[config.mk]
export PLATFORM = sky130hd
export DESIGN_NAME = iop_indirect_port
export DESIGN_NICKNAME = d
export VERILOG_FILES = /design/src/rtl/iop_pkg.sv /design/src/rtl/iop_xfer_fsm.sv /design/src/rtl/iop_reg_bank.sv /design/src/rtl/iop_indirect_port.sv
export SDC_FILE = /design/constraint.sdc
export NUM_CORES = 1
export LEC_CHECK = 0
export ABC_AREA = 1
export BUFFER_PORTS_ARGS = -buffer_cell sky130_fd_sc_hd__buf_2
export CORE_MARGIN = 10
export CORE_UTILIZATION = 45
export DETAILED_ROUTE_END_ITERATION = 10
export PLACE_DENSITY = 0.82
export SETUP_SLACK_MARGIN = 0.02
export SLEW_MARGIN = 0
export SYNTH_ARGS = -nofsm -noshare
export SYNTH_HDL_FRONTEND = slang
export SYNTH_SLANG_ARGS = --single-unit
export TNS_END_PERCENT = 20
[constraint.sdc]
create_clock -name clk -period 1.7 [get_ports clk]
set_input_delay 0.085 -clock clk [delete_from_list [all_inputs] [get_ports clk]]
set_output_delay 0.085 -clock clk [all_outputs]
set_load 0.01 [all_outputs]
[src/rtl/iop_pkg.sv]
package iop_pkg;
    localparam int HOST_DW = 16;

    localparam logic [2:0] OFS_CPTR = 3'd0;
    localparam logic [2:0] OFS_CDAT = 3'd1;
    localparam logic [2:0] OFS_MPTR = 3'd2;
    localparam logic [2:0] OFS_MLO  = 3'd3;
    localparam logic [2:0] OFS_MHI  = 3'd4;

    localparam int BIT_DIR  = 15;
    localparam int BIT_WIDE = 14;
    localparam int BIT_BUSY = 13;

    typedef enum logic [1:0] {
        XF_IDLE   = 2'd0,
        XF_ACCESS = 2'd1,
        XF_RETIRE = 2'd2
    } xfer_state_e;
endpackage

[src/rtl/iop_xfer_fsm.sv]
module iop_xfer_fsm
    import iop_pkg::*;
#(
    parameter int DW = 16
) (
    input  logic          clk,
    input  logic          rst_n,
    input  logic          launch,
    input  logic          launch_we,
    output logic          port_req,
    output logic          port_we,
    input  logic          port_ack,
    input  logic [DW-1:0] port_rdata,
    output logic          busy,
    output logic          rd_fill,
    output logic [DW-1:0] result
);
    xfer_state_e state, state_n;
    logic          we_q;
    logic [DW-1:0] result_q;

    always_ff @(posedge clk) begin
        if (!rst_n) state <= XF_IDLE;
        else        state <= state_n;
    end

    always_comb begin
        state_n = state;
        unique case (state)
            XF_IDLE:   if (launch)   state_n = XF_ACCESS;
            XF_ACCESS: if (port_ack) state_n = XF_RETIRE;
            XF_RETIRE: state_n = XF_IDLE;
            default:   state_n = XF_IDLE;
        endcase
    end

    always_ff @(posedge clk) begin
        if (!rst_n) begin
            we_q     <= 1'b0;
            result_q <= '0;
        end else begin
            if (state == XF_IDLE && launch) we_q <= launch_we;
            if (state == XF_ACCESS && port_ack && !we_q) result_q <= port_rdata;
        end
    end

    always_comb begin
        port_req = (state == XF_ACCESS);
        port_we  = we_q;
        busy     = (state != XF_IDLE);
        rd_fill  = (state == XF_RETIRE) && !we_q;
        result   = result_q;
    end

    // request held until acknowledged
    a_r9_req_held: assert property (@(posedge clk) disable iff (!rst_n)
        port_req && !port_ack |=> port_req);
    // one beat per launch
    a_r9_one_beat: assert property (@(posedge clk) disable iff (!rst_n)
        port_req && port_ack |=> !port_req);
    // direction stable during request
    a_r9_dir_stable: assert property (@(posedge clk) disable iff (!rst_n)
        port_req && $past(port_req) |-> $stable(port_we));
endmodule

[src/rtl/iop_reg_bank.sv]
module iop_reg_bank
    import iop_pkg::*;
#(
    parameter int CTRL_AW = 8,
    parameter int MEM_AW  = 12,
    parameter int MEM_DW  = 24
) (
    input  logic               clk,
    input  logic               rst_n,
    input  logic               host_sel,
    input  logic               host_we,
    input  logic [2:0]         host_ofs,
    input  logic [HOST_DW-1:0] host_wdata,
    output logic [HOST_DW-1:0] host_rdata,
    input  logic               c_busy,
    input  logic               c_fill,
    input  logic [HOST_DW-1:0] c_result,
    input  logic               m_busy,
    input  logic               m_fill,
    input  logic [MEM_DW-1:0]  m_result,
    output logic               c_launch,
    output logic               c_launch_we,
    output logic [CTRL_AW-1:0] c_ptr,
    output logic [HOST_DW-1:0] c_wdata,
    output logic               m_launch,
    output logic               m_launch_we,
    output logic [MEM_AW-1:0]  m_ptr,
    output logic [MEM_DW-1:0]  m_wdata,
    output logic               m_wide
);
    localparam int HI_W = MEM_DW - HOST_DW;

    logic               c_dir, m_dir;
    logic [HOST_DW-1:0] c_data, m_lo;
    logic [HI_W-1:0]    m_hi;
    logic wr_cptr, wr_cdat, wr_mptr, wr_mlo, wr_mhi;

    always_comb begin
        wr_cptr = host_sel && host_we && host_ofs == OFS_CPTR && !c_busy;
        wr_cdat = host_sel && host_we && host_ofs == OFS_CDAT && !c_busy;
        wr_mptr = host_sel && host_we && host_ofs == OFS_MPTR && !m_busy;
        wr_mlo  = host_sel && host_we && host_ofs == OFS_MLO  && !m_busy;
        wr_mhi  = host_sel && host_we && host_ofs == OFS_MHI  && !m_busy;
        c_launch    = (wr_cptr && !host_wdata[BIT_DIR]) || (wr_cdat && c_dir);
        c_launch_we = wr_cdat;
        m_launch    = (wr_mptr && !host_wdata[BIT_DIR]) || (wr_mlo && m_dir);
        m_launch_we = wr_mlo;
    end

    always_ff @(posedge clk) begin
        if (!rst_n) begin
            c_dir  <= 1'b0;
            c_ptr  <= '0;
            c_data <= '0;
        end else begin
            if (wr_cptr) begin
                c_dir <= host_wdata[BIT_DIR];
                c_ptr <= host_wdata[CTRL_AW-1:0];
            end
            if (wr_cdat)     c_data <= host_wdata;
            else if (c_fill) c_data <= c_result;
        end
    end

    always_ff @(posedge clk) begin
        if (!rst_n) begin
            m_dir  <= 1'b0;
            m_wide <= 1'b0;
            m_ptr  <= '0;
            m_lo   <= '0;
            m_hi   <= '0;
        end else begin
            if (wr_mptr) begin
                m_dir  <= host_wdata[BIT_DIR];
                m_wide <= host_wdata[BIT_WIDE];
                m_ptr  <= host_wdata[MEM_AW-1:0];
            end
            if (wr_mlo)      m_lo <= host_wdata;
            else if (m_fill) m_lo <= m_result[HOST_DW-1:0];
            if (wr_mhi)      m_hi <= host_wdata[HI_W-1:0];
            else if (m_fill) m_hi <= m_wide ? m_result[MEM_DW-1:HOST_DW] : '0;
        end
    end

    always_comb begin
        c_wdata = c_data;
        m_wdata = {m_hi, m_lo};
    end

    always_comb begin
        host_rdata = '0;
        unique case (host_ofs)
            OFS_CPTR: begin
                host_rdata[BIT_DIR]     = c_dir;
                host_rdata[BIT_BUSY]    = c_busy;
                host_rdata[CTRL_AW-1:0] = c_ptr;
            end
            OFS_CDAT: host_rdata = c_data;
            OFS_MPTR: begin
                host_rdata[BIT_DIR]    = m_dir;
                host_rdata[BIT_WIDE]   = m_wide;
                host_rdata[BIT_BUSY]   = m_busy;
                host_rdata[MEM_AW-1:0] = m_ptr;
            end
            OFS_MLO: host_rdata = m_lo;
            OFS_MHI: host_rdata[HI_W-1:0] = m_hi;
            default: host_rdata = '0;
        endcase
    end

    // pointer fields frozen while busy
    a_r8_cptr_frozen: assert property (@(posedge clk) disable iff (!rst_n)
        c_busy && $past(c_busy) |-> $stable(c_ptr) && $stable(c_dir));
    a_r8_mptr_frozen: assert property (@(posedge clk) disable iff (!rst_n)
        m_busy && $past(m_busy) |-> $stable(m_ptr) && $stable(m_wide) && $stable(m_dir));
    // narrow read clears upper half
    a_r6_narrow_hi_zero: assert property (@(posedge clk) disable iff (!rst_n)
        m_fill && !m_wide |=> m_hi == '0);
    // wide read fills upper half from the word
    a_r5_wide_hi_fill: assert property (@(posedge clk) disable iff (!rst_n)
        m_fill && m_wide |=> m_hi == $past(m_result[MEM_DW-1:HOST_DW]));
endmodule

[src/rtl/iop_indirect_port.sv]
module iop_indirect_port
    import iop_pkg::*;
#(
    parameter int CTRL_AW = 8,
    parameter int MEM_AW  = 12,
    parameter int MEM_DW  = 24
) (
    input  logic               clk,
    input  logic               rst_n,
    input  logic               host_sel,
    input  logic               host_we,
    input  logic [2:0]         host_ofs,
    input  logic [15:0]        host_wdata,
    output logic [15:0]        host_rdata,
    output logic               creg_req,
    output logic               creg_we,
    output logic [CTRL_AW-1:0] creg_addr,
    output logic [15:0]        creg_wdata,
    input  logic [15:0]        creg_rdata,
    input  logic               creg_ack,
    output logic               mem_req,
    output logic               mem_we,
    output logic               mem_hi_we,
    output logic [MEM_AW-1:0]  mem_addr,
    output logic [MEM_DW-1:0]  mem_wdata,
    input  logic [MEM_DW-1:0]  mem_rdata,
    input  logic               mem_ack
);
    logic               c_launch, c_launch_we, c_busy, c_fill;
    logic [15:0]        c_result;
    logic               m_launch, m_launch_we, m_busy, m_fill, m_wide;
    logic [MEM_DW-1:0]  m_result;

    iop_reg_bank #(.CTRL_AW(CTRL_AW), .MEM_AW(MEM_AW), .MEM_DW(MEM_DW)) u_regs (
        .clk(clk), .rst_n(rst_n),
        .host_sel(host_sel), .host_we(host_we), .host_ofs(host_ofs),
        .host_wdata(host_wdata), .host_rdata(host_rdata),
        .c_busy(c_busy), .c_fill(c_fill), .c_result(c_result),
        .m_busy(m_busy), .m_fill(m_fill), .m_result(m_result),
        .c_launch(c_launch), .c_launch_we(c_launch_we),
        .c_ptr(creg_addr), .c_wdata(creg_wdata),
        .m_launch(m_launch), .m_launch_we(m_launch_we),
        .m_ptr(mem_addr), .m_wdata(mem_wdata), .m_wide(m_wide)
    );

    iop_xfer_fsm #(.DW(16)) u_ceng (
        .clk(clk), .rst_n(rst_n),
        .launch(c_launch), .launch_we(c_launch_we),
        .port_req(creg_req), .port_we(creg_we),
        .port_ack(creg_ack), .port_rdata(creg_rdata),
        .busy(c_busy), .rd_fill(c_fill), .result(c_result)
    );

    iop_xfer_fsm #(.DW(MEM_DW)) u_meng (
        .clk(clk), .rst_n(rst_n),
        .launch(m_launch), .launch_we(m_launch_we),
        .port_req(mem_req), .port_we(mem_we),
        .port_ack(mem_ack), .port_rdata(mem_rdata),
        .busy(m_busy), .rd_fill(m_fill), .result(m_result)
    );

    assign mem_hi_we = mem_we && m_wide;

    // memory address and data stable while waiting
    a_r9_mem_stable: assert property (@(posedge clk) disable iff (!rst_n)
        mem_req && $past(mem_req) |-> $stable(mem_addr) && $stable(mem_wdata));
    a_r9_creg_stable: assert property (@(posedge clk) disable iff (!rst_n)
        creg_req && $past(creg_req) |-> $stable(creg_addr) && $stable(creg_wdata));
    // upper byte never enabled on a read
    a_r7_no_hi_on_read: assert property (@(posedge clk) disable iff (!rst_n)
        mem_req && !mem_we |-> !mem_hi_we);
endmodule

After elaboration in Yosys (flattened, before gate mapping). Index checks and enable logic that the tools add are counted.

Register bits after elaboration: 109. Bits of input ports: 65. Output and inout port bits: 81. Logic and storage cells: 86.

Equality and inequality tests: 12. Mux-type cells: 19. Reductions and logical operators: 41.

Operator list (count): $mux 16 (4); $pmux 8 s5 (1); $logic_and 1x1->1 (24); $mux 8 (3); $pmux 4 s3 (1); $reduce_bool 2->1 (5); $mux 2 (4); $ne 2x1->1 const B (4); $pmux 1 s4 (2); $pmux 2 s2 (2); $eq 3x2->1 const B (2); $logic_not 1->1 (5); $eq 2x1->1 const B (2); $eq 2x2->1 const B (2); $logic_not 2->1 (2); $reduce_and 2->1 (2); $eq 3x1->1 const B (1); $eq 3x3->1 const B (1); $logic_not 3->1 (1); $pmux 1 s3 (1); $logic_or 1x1->1 (2); $pmux 1 s2 (1).

Depth between registers and ports, before layout.
Depth in word-level cells: 7. Gate-level depth with buffers: 9. Depth with buffers taken out: 9.

Hierarchy. Synthesis repeated with hierarchy kept, for this count alone.

Cell total of the unflattened synthesis: 847. Area total of the unflattened synthesis: 5587.9 um^2.

By module, submodules not included: iop_reg_bank (times used 1, cells each 544, area each 3465.8 um^2, seq. area each 1261.2 um^2); iop_xfer_fsm (u_meng) (times used 1, cells each 177, area each 1241.2 um^2, seq. area each 540.5 um^2); iop_xfer_fsm (u_ceng) (times used 1, cells each 124, area each 873.3 um^2, seq. area each 380.4 um^2); iop_indirect_port (times used 1, cells each 2, area each 7.5 um^2, seq. area each 0.0 um^2).

Worst setup path after synthesis. Ideal clock, no wire load.

Path type: register -> register. Start point: register u_ceng.state[0]. End point: register u_ceng.result_q[10] (netlist: u_ceng.result[10]). Library setup time: 0.116 ns. Arrival time: 1.172 ns. Data required time: 1.584 ns. Path slack: 0.413 ns. Cell stages (with the launch flop): 9. Path buffers: 1. Clock period less this slack: 1.287 ns. Path through: dfxtp_1 inv_2 nor2_2 nand2_2 nor2_4 inv_1 buf_2 nor2_1 nor2_1.

Cells in the longest elaborated chain, start to end: 3.

RTL lines: start: declaration (line iop_xfer_fsm.sv:18) `xfer_state_e state, state_n;`; start signal: assignment (line iop_xfer_fsm.sv:24) `else state <= state_n;`; $eq 2x1->1; net creg_req (line iop_indirect_port.sv:15) `output logic creg_req,`; $logic_and 1x1->1 (2 in series) (line iop_xfer_fsm.sv:43) `if (state == XF_ACCESS && port_ack && !we_q) result_q <= port_rdata;`; end signal: assignment (line iop_xfer_fsm.sv:43); end: declaration (line iop_xfer_fsm.sv:20) `logic [DW-1:0] result_q;`.

The timed path passes the listed nets, and every way through them passes these cells. A chain may end at the register's enable or synchronous reset.

Final worst setup path.
Start point: register u_meng.state[1]. End point: register u_regs.m_ptr[8].

Cells in the longest elaborated chain, start to end: 3.

RTL lines: start: declaration (line iop_xfer_fsm.sv:18); start signal: assignment (line iop_xfer_fsm.sv:24); $reduce_bool 2->1 (line iop_xfer_fsm.sv:50) `busy = (state != XF_IDLE);`; $logic_not 1->1 (line iop_reg_bank.sv:41) `wr_mptr = host_sel && host_we && host_ofs == OFS_MPTR && !m_busy;`; $logic_and 1x1->1 (line iop_reg_bank.sv:41); end signal: assignment (line iop_reg_bank.sv:76) `m_ptr <= host_wdata[MEM_AW-1:0];`; end: declaration (line iop_reg_bank.sv:27) `output logic [MEM_AW-1:0] m_ptr,`.

No other way between the ends.

==> results.env <==
FP.COREAREA_UM2=10200
AGGREGATE_GLOBAL_ROUTING_OVERFLOW=0
P_LEAK_nW=2.94
INITIAL_CORE_UTIL_PCT=45.7
FINAL_ANTENNA_NET_COUNT=0
FIN_WS_NS=0.157
NUM_ANTENNA_CELLS=0
FINALHOLDVIOLCOUNT=0
CTS-RESIZED-GATES=0
DIEAREA_UM2=14900
POST_SYNTH_FA_HA_MAJ_AREA_FRACTION_PCT=0
RSZ_0062_RAISED_AFTER_GLOBAL_ROUTING='false'
ROUTE.DETAILED.VIAS_PER_INST=5.22
PORT-BUFFER-COUNT=145
GRT_MAX_DEGREE=84
SYNTH-SEQ-AREA-SHARE_PCT=46.6
CRITPATHKIND='flip-flop to flip-flop'
SYNTH_NETS=729
SYNTH_ASYNC_SR_FLOP_SHARE_PCT=0
SYN_AREA_UM2=4680
CTS_ROOT_BUFFER='clkbuf_8'
SETUP_TNS_AFTER_FINAL_LAYOUT_NS=0
WIRELENGTH_UM=15800
CP.REQUIRED_NS=1.97
SYNTH_CELLS=664
WORST_SKEW_PAIR_LATER_PIN_LATENCY_NS=0.38
DRIVE_GT1_SHARE_PCT=23.4
CLOCK_TREE.HTREE_LEVEL_COUNT=3
FMAX_GHz=0.648
WL_MET1_UM=6700
STD_CELL_ROWS=37
WORST_IR_DROP_VDD_uV=450
PRE_CTS_WORST_SETUP_SLACK_NS=0.237
CLOCK-SINKS=109
WL_MET3_UM=1670
WORST_SETUP_PATH_END_KIND='flip-flop'
YS.WARNINGS.COUNT=0
FP.DIEH_UM=122
GP_CONGESTION=0.877
DRT_ITER0_MARKERS=396
SYNTH-XOR-AREA-SHARE_PCT=0
COMPOUND_GATE_FRACTION_OF_SYNTH_AREA_PCT=20.3
TOPROUTINGLAYERUSED='met5'
CTS_TREE='yes'
SETUP-VIOLATIONS-FINAL=0
POWER.DENSITY_CELL_AREA_nW_PER_UM2=764
HOLD_PATH.CLASS='primary input to flip-flop'
CLOCK_PATH_BUFFERS=2
POST_SYNTH.CELL_AREA_AVG_UM2=7.05
DIEWIDTH_UM=122
SYNTH-SEQ-CELLS=109
FINALCRITPERIODSHARE_PCT=90.8
DPL.HPWL_UM=11600
MULTI_INPUT_COMB_AREA_UM2=2200
SYNTH_FLOP_CELL='dfxtp_1'
FILLERS=962
RELSLEWSLACK_PCT=66.5
WORSTPATHMAXFANOUT=16
REG2REG_SETUP_SLACK_NS=0.16
YOSYSUNIQUECELLTYPES=25
AREA_DELTA_SYNTH_FINAL_PCT=32.4
SEQ_AREA_UM2=2180
MOSTFREQUENTLAYOUTCELLS='buf_2 (145), nor2_1 (140), nand2_1 (121)'
SYNTH.AREA.MUX_SHARE_PCT=0
MET2ROUTEDLENGTH_UM=7100
DRTPASS1ITERATIONS=6
TIGHTEST_PIN_TRANSITION_NS=0.503
TOTAL_ROUTING_USAGE_GR_PCT=20.7
ELEMENT_TYPE_AT_THE_CRITICAL_PATH_START='flip-flop'
WIRE_PER_INST_UM=16.0
WORST_SETUP_HOLD_PATH_CLK_SLEW_NS=0.11
CP_ARRIVAL_NS=1.81
BOUNDARYPINS=146
DRV_SLEW=0
NUMBER_OF_GLOBAL_ROUTE_VIAS_BEFORE_REPAIR=5058
ANTENNA_FOUND_INITIAL=1
POST-ROUTE-DRC-COUNT=0
RUN_STATUS='completed'
NUMBER_OF_NETS_IN_THE_FINAL_LAYOUT=911
ROUTE.VIAS.TOTAL=5148
CLOCK_SKEW_NS=0.0157
DOMINANT_COMBINATIONAL_CELL_FAMILY_BY_AREA_AFTER_SYNTHESIS='simple AND/OR/NAND/NOR gates'
DRV_CAP=0
GRT_PASS1_WL_UM=25200
LAYOUT_MIN_CYCLE_TIME_NS=1.54
SYNTH-SIMPLE-AREA-SHARE_PCT=26.9
MOSTFREQUENTLAYOUTCELL='buf_2'
NUMCTSBUFFERS=9
NUMBER_OF_SYNTHESIZED_FLOPS_WITH_AN_ENABLE_PIN=0
cells by family after synthesis:
group,Yosys count
DFF,109
AOI/OAI and AO/OA,184
and+or+nand+nor,302
buffers and inverters,69
per-stage QoR:
step	power, W	std cells	util (%)	cell area [µm²]	hold WS, ns
after global placement	0.00303	925	54.1	5530	0.306
after detailed placement	0.00304	925	54.1	5530	0.311
after CTS	0.00472	987	60.5	6190	0.00126
after global routing	0.00488	987	60.5	6190	0.00529
final	0.00473	987	60.5	6190	0.000153
after floorplan	0.00284	664	-	4680	0.220
path summary, 6_finish.rpt:
path / start / end / cells after the start
setup / recovery: u_meng.state[1] / u_regs.m_ptr[8] / 6
hold / removal: host_wdata[13] / u_regs.c_wdata[13] / 3
setup reg to reg: u_meng.state[1] / u_regs.m_ptr[8] / 6
hold reg to reg: u_meng.result[4] / u_regs.m_lo[4] / 2
area by class of cell:
class / count / share of cell area, %
multi-input combinational: 486 / 35.6
sequential: 109 / 35.2
timing repair buffer: 205 / 21.0
tap: 136 / 2.75
inverter: 35 / 2.12
clock buffer: 9 / 2.00
clock inverter: 7 / 1.27
critical path, stage by stage (launching register included):
cell	delay [ns]
dfxtp_1	0.35
nor2_1	0.17
nand2_2	0.15
nor2_4	0.33
inv_2	0.19
nor2_1	0.16
nor2_1	0.06
Yosys cell counts (2+ instances only):
library cell,n,area share [%]
clkbuf_1,12,0.96
nand2_2,4,0.53
dfxtp_1,109,47
a21oi_1,81,8.7
nand3_1,18,1.9
clkbuf_2,2,0.21
buf_2,18,1.9
nor2_2,3,0.40
nand4_1,6,0.80
nor2_4,6,1.4
nand2_1,121,9.7
inv_2,7,0.56
a22oi_1,6,0.96
inv_1,28,2.2
nand3_2,2,0.43
buf_4,2,0.32
o21ai_1,20,2.1
o21ai_0,73,7.8
nor2_1,140,11
registers in the layout, indices dropped and copies added, names as in the netlist, 2 cells and up:
register / count
u_regs.m_lo: 16
u_regs.c_wdata: 16
u_ceng.state: 2
u_meng.state: 2
u_ceng.result: 16
u_meng.result: 24
u_regs.m_hi: 8
u_regs.c_ptr: 8
u_regs.m_ptr: 12
routing by layer:
layer  global-route usage, %  up-vias
met2                    33.4      247
met5                       0        -
met4                    6.11        2
met3                    6.11       28
li1                        -     2532
met1                    26.3     2339
power breakdown:
| part | internal [W] | total (W) | switching, W |
|---|---|---|---|
| Clock | 0.000704 | 0.00166 | 0.000960 |
| Sequential | 0.00259 | 0.00262 | 0.0000320 |
| Combinational | 0.000206 | 0.000443 | 0.000237 |
| Total | 0.00350 | 0.00473 | 0.00123 |
what timing repair did:
item	CTS	global route
buffers inserted	0	0
hold buffers	46	0
hold endpoints to repair	45	0
Power figures use the tool's default switching activity.
